===== config.mk =====
export PLATFORM = sky130hd
export DESIGN_NAME = chainable_sram
export DESIGN_NICKNAME = d
export VERILOG_FILES = /design/src/rtl/sram_pkg.sv /design/src/rtl/sram_select_capture.sv /design/src/rtl/sram_ctrl_decode.sv /design/src/rtl/sram_word_array.sv /design/src/rtl/chainable_sram.sv
export SDC_FILE = /design/constraint.sdc
export NUM_CORES = 1
export LEC_CHECK = 0
export BUFFER_PORTS_ARGS = -buffer_cell sky130_fd_sc_hd__clkbuf_2
export CAP_MARGIN = 40
export CORE_MARGIN = 5
export CORE_UTILIZATION = 25
export CTS_BUF_LIST = sky130_fd_sc_hd__clkbuf_2 sky130_fd_sc_hd__clkbuf_4 sky130_fd_sc_hd__clkbuf_8
export DETAILED_ROUTE_END_ITERATION = 7
export SLEW_MARGIN = 0
export SYNTH_ARGS = -nofsm -noshare
export SYNTH_HDL_FRONTEND = slang
export SYNTH_SLANG_ARGS = --single-unit

===== constraint.sdc =====
create_clock -name clk -period 3.3 [get_ports clk]
set_clock_uncertainty 0.2 [all_clocks]
set_input_delay 0.825 -clock clk [delete_from_list [all_inputs] [get_ports clk]]
set_output_delay 0.825 -clock clk [all_outputs]
set_load 0.05 [all_outputs]

===== src/rtl/sram_pkg.sv =====
package sram_pkg;

   typedef enum logic {
      SEL_PLAIN  = 1'b0,
      SEL_BUSCAP = 1'b1
   } sel_mode_e;

   typedef struct packed {
      logic selected;
      logic write;
      logic drive;
   } sram_ctrl_t;

endpackage


===== src/rtl/sram_select_capture.sv =====
module sram_select_capture
   import sram_pkg::*;
#(
   parameter sel_mode_e MODE = SEL_BUSCAP
) (
   input  logic clk,
   input  logic rst_n,
   input  logic strobe_i,
   input  logic level_i,
   output logic gate_o
);

   generate
      if (MODE == SEL_BUSCAP) begin : g_capture
         logic held_q;

         always_ff @(posedge clk or negedge rst_n) begin
            if (!rst_n)
               held_q <= 1'b0;
            else if (strobe_i)
               held_q <= level_i;
         end

         // Register plus bypass models a latch that is open while strobe is high
         assign gate_o = strobe_i ? level_i : held_q;

         assert_capture_hold_R3 : assert property (@(posedge clk) disable iff (!rst_n)
            ($fell(strobe_i) && $past(rst_n)) |-> (gate_o == $past(level_i)))
            else $error("captured level differs from sel_a5 at the strobe fall");
      end else begin : g_plain
         logic unused_in;
         assign unused_in = strobe_i ^ level_i ^ clk ^ rst_n;
         assign gate_o    = 1'b1;
      end
   endgenerate

endmodule


===== src/rtl/sram_ctrl_decode.sv =====
module sram_ctrl_decode
   import sram_pkg::*;
(
   input  logic       cs_a_i,
   input  logic       cs_b_n_i,
   input  logic       gate_i,
   input  logic       rd_n_i,
   input  logic       wr_n_i,
   output sram_ctrl_t ctrl_o,
   output logic       chain_o
);

   logic sel;

   always_comb begin
      sel             = cs_a_i & ~cs_b_n_i & gate_i;
      ctrl_o.selected = sel;
      ctrl_o.write    = sel & ~wr_n_i;
      ctrl_o.drive    = sel & ~rd_n_i & wr_n_i;
      chain_o         = sel | rd_n_i;
   end

endmodule


===== src/rtl/sram_word_array.sv =====
module sram_word_array #(
   parameter int ADDR_W = 6,
   parameter int DATA_W = 8
) (
   input  logic              clk,
   input  logic              rst_n,
   input  logic              we_i,
   input  logic [ADDR_W-1:0] addr_i,
   input  logic [DATA_W-1:0] wdata_i,
   output logic [DATA_W-1:0] rdata_o
);

   localparam int DEPTH = 1 << ADDR_W;

   logic [DATA_W-1:0] mem [DEPTH];

   always_ff @(posedge clk) begin
      if (we_i)
         mem[addr_i] <= wdata_i;
   end

   assign rdata_o = mem[addr_i];

   assert_write_lands_R1 : assert property (@(posedge clk) disable iff (!rst_n)
      we_i |=> (mem[$past(addr_i)] == $past(wdata_i)))
      else $error("written word does not hold the write data");

   assert_idle_keeps_word_R8 : assert property (@(posedge clk) disable iff (!rst_n)
      (!we_i && $past(rst_n)) |=> (mem[$past(addr_i)] == $past(rdata_o)))
      else $error("word changed without a selected write");

endmodule


===== src/rtl/chainable_sram.sv =====
module chainable_sram
   import sram_pkg::*;
#(
   parameter sel_mode_e MODE   = SEL_BUSCAP,
   parameter int        ADDR_W = 6,
   parameter int        DATA_W = 8
) (
   input  logic              clk,
   input  logic              rst_n,
   input  logic [ADDR_W-2:0] addr_lo,
   input  logic              sel_a5,
   input  logic              cs_a,
   input  logic              cs_b_n,
   input  logic              strobe,
   input  logic              rd_n,
   input  logic              wr_n,
   input  logic [DATA_W-1:0] din,
   output logic [DATA_W-1:0] dout,
   output logic              dout_oe,
   output logic              chain_en
);

   localparam int LO_W = ADDR_W - 1;

   initial begin
      assert (ADDR_W >= 2 && ADDR_W <= 12) else $error("ADDR_W out of range");
      assert (DATA_W >= 1) else $error("DATA_W must be positive");
   end

   logic              gate;
   sram_ctrl_t        ctrl;
   logic [ADDR_W-1:0] word_addr;
   logic [DATA_W-1:0] rdata;

   assign word_addr = {sel_a5, addr_lo[LO_W-1:0]};

   sram_select_capture #(.MODE(MODE)) u_capture (
      .clk     (clk),
      .rst_n   (rst_n),
      .strobe_i(strobe),
      .level_i (sel_a5),
      .gate_o  (gate)
   );

   sram_ctrl_decode u_decode (
      .cs_a_i  (cs_a),
      .cs_b_n_i(cs_b_n),
      .gate_i  (gate),
      .rd_n_i  (rd_n),
      .wr_n_i  (wr_n),
      .ctrl_o  (ctrl),
      .chain_o (chain_en)
   );

   sram_word_array #(.ADDR_W(ADDR_W), .DATA_W(DATA_W)) u_array (
      .clk    (clk),
      .rst_n  (rst_n),
      .we_i   (ctrl.write),
      .addr_i (word_addr),
      .wdata_i(din),
      .rdata_o(rdata)
   );

   assign dout_oe = ctrl.drive;
   assign dout    = ctrl.drive ? rdata : '0;

   assert_write_beats_read_R5 : assert property (@(posedge clk) disable iff (!rst_n)
      !wr_n |-> !dout_oe)
      else $error("output driven during a write");

   assert_chain_on_drive_R7 : assert property (@(posedge clk) disable iff (!rst_n)
      dout_oe |-> chain_en)
      else $error("chain enable low while this block drives data");

   assert_quiet_bus_R6 : assert property (@(posedge clk) disable iff (!rst_n)
      !dout_oe |-> (dout == '0))
      else $error("dout not zero while released");

endmodule


==> metrics.csv <==
stage,metric,value,unit
outcome,status,"finished, violations left",
outcome,violations,negative setup slack,
logic_synthesis,synth_edf_count,512,
grt,grt_pass1_wl,89.3,mm
timing,slew_headroom,0.468,
pwr,p_leak,0.00899,µW
timing,tightest_slew,0.798,ns
final_layout,seq_area,15400,µm²
place,portBuffers,30,
logic_synthesis,yosys_warnings,0,
final_layout,utilization,0.340,
clock_tree,clock_sinks,513,
final_layout,nFillCells,7390,
setup_path,start_kind,input port,
logic_synthesis,synth_async_sr_flop_share,0.00195,
drt,drt-initial-drc-count,1745,
die,die_area,85500,µm²
grt,grt_max_degree,65,
timing,finalHoldViolCount,0,
min_path,holdPathStages,2,
setup_path,reg2reg_slack,0.43,ns
timing,hold_slack,0.249,ns
clock_tree,h-tree-depth,3,
clock_tree,clk_pin_slew,0.06,ns
clock_tree,tritoncts,built,
logic_synthesis,seq_area_frac_synth,0.773,
drt,drt_wl_total,62.2,mm
setup_path,crit_type,in -> out,
drt,via_per_inst,4.96,
die,core_area,79000,µm²
logic_synthesis,ys_ff_latch,513,
min_path,hp-class,in -> reg,
timing,setup_slack,-0.581,ns
setup_path,critPathCaptureType,output port,
die,die_h,292,µm
die,initial_core_util,0.252,
setup_path,cp_max_fo,9,
timing,layout_min_cycle_time,3.88,ns
final_layout,stdcell_area,26900,µm²
drt,wl_per_cell,23.7,µm
final_layout,layout.nets,1526,
run,drv_cap,0,
final_layout,multi_input_area,5140,µm²
die,pin_count,31,
final_layout,drive_above_1_share,0.404,
clock_tree,cts-root-buf,clkbuf_8,
setup_path,cp.arrival,2.86,ns
die,placementRows,103,
timing,max_freq,0.258,GHz
clock_tree,clk_latency,0.65,ns
drt,drt_drc_violations_left,0,
place,place_inst,2409,
grt,track_usage,0.140,
min_path,holdCritStartpoint,strobe,
place,dp_hpwl,39.2,mm
logic_synthesis,synth_cells,1172,
drt,detail-route-antenna-nets,0,
setup_path,cp_data_required_time,2.27,ns
grt,gr-total-overflow,0,
drt,vias,13006,
drt,firstDrtPassIters,6,
place,post_dp_cell_area,23300,µm²
clock_tree,clock_path_buffers,3,
timing,fin_crit_sh,1.18,
setup_path,reg2reg_depth,9,
final_layout,area_growth,35.0,%
min_path,holdPathEnd,u_capture.g_capture.held_q,
timing,setup_viol,9,
timing,rsz0062_at_grt,yes,
final_layout,finalNonFillerCells,2622,
logic_synthesis,synth_top_flop_cell,edfxtp_1,
setup_path,reg2reg_from,u_capture.g_capture.held_q,
place,place.gp.congestion,0.894,
pwr,power_density,512,nW/µm²
die,die_x,292,µm
pwr,ir_drop,260,µV
grt,grt_antenna_before_repair,1,
logic_synthesis,syn_area,19900,µm²
logic_synthesis,synth_area_per_cell,17.0,µm²
grt,grt_pass1_vias,13219,
logic_synthesis,synthesis.nets,1193,
setup_path,r2r_end,u_array.mem[16][1],
logic_synthesis,synthDistinctLibCells,52,
clock_tree,cts_made_buffers,86,
timing,slew_violations,0,
-- stage by stage --
| step | TNS, ns | setup slack, ns | total power (µW) |
|---|---|---|---|
| finish | -4.22 | -0.581 | 13800 |
| global route | -4.50 | -0.617 | 14200 |
| CTS | -3.98 | -0.537 | 13800 |
| detailed placement | -12.97 | -1.23 | 8190 |
| global placement | -12.45 | -1.21 | 8170 |
| floorplan | -1.27 | -0.185 | 7720 |
-- state kept, by name, indices dropped and copies added, names as in the netlist --
signal / cells
u_capture.g_capture.held_q: 1
u_array.mem: 512
-- cells by family after synthesis --
logic type	synth area share
flops	0.773
compound gates	0.117
mux	0.0493
buf+inv	0.0225
simple gates	0.0386
-- cell type report --
type,instances,share of cell area
Antenna cell,2,0.000186
Clock buffer,118,0.0539
Clock inverter,35,0.00758
Inverter,3,0.000605
Multi-Input combinational cell,571,0.191
Sequential cell,513,0.573
Tap cell,1050,0.0488
Timing Repair Buffer,330,0.125
-- cell usage in the layout, fill, tap and decap left out, types with 30 or more instances in the layout --
master	synthesis	layout
nand2_1	42	39
clkbuf_4	0	30
a221oi_2	1	45
buf_12	0	31
edfxtp_1	512	512
a22oi_1	78	60
mux2i_1	52	49
nor2_1	94	89
clkbuf_8	0	91
buf_4	6	226
-- synth_stat cells (6+ instances only) --
master,number,area (µm²)
nor2b_1,8,50.1
edfxtp_1,512,15400
nand2_1,42,158
a221oi_1,80,701
nand3_1,11,55.1
a21o_1,6,45.0
a21oi_1,32,160
o22ai_1,28,175
o221ai_1,12,105
buf_2,35,175
buf_4,6,45.0
clkbuf_1,38,143
a22oi_1,78,586
nor3_1,9,45.0
a22o_1,10,87.6
mux2i_1,52,521
o21ai_0,29,145
nor2_1,94,353
mux4_2,18,405
-- how the worst max path moves through the flow --
stage                from  endpoint  slack (ns)
2_1_floorplan  addr_lo[0]   dout[0]       -0.19
3_3_place_gp   addr_lo[0]   dout[1]       -1.21
3_5_place_dp   addr_lo[0]   dout[1]       -1.23
4_1_cts        addr_lo[1]   dout[1]       -0.54
5_1_grt        addr_lo[1]   dout[2]       -0.62
6_report       addr_lo[0]   dout[0]       -0.58
-- worst max-delay path, cell delays in order --
cell and delay, ns:
buf_16 0.14, and2_4 0.22, buf_6 0.13, a221oi_2 0.26, o22ai_2 0.12, a32oi_2 0.34
nand3_4 0.13, o41a_4 0.48, clkbuf_16 0.18
-- where the power goes --
| part | internal (µW) | switching (µW) | total, µW |
|---|---|---|---|
| combinational | 486 | 659 | 1140 |
| sequential | 7170 | 1.71 | 7180 |
| clock | 2980 | 2480 | 5460 |
-- layer usage --
metal,track usage,vias up,part of all wire
li1,-,5520,-
met5,0,-,0
met4,0.0531,0,0.037
met2,0.220,710,0.46
met1,0.188,6639,0.40
met3,0.0357,137,0.096
-- repair_timing --
action                     in CTS  in global routing
hold buffers                    1                  0
hold endpoints to repair        1                  0
pin swaps                      51                 28
cloned                         11                  1
setup endpoints to repair       9                  9
setup buffers                  33                 14
gates resized for setup       227                 40
Note: power is estimated with default switching activity, not from simulation.
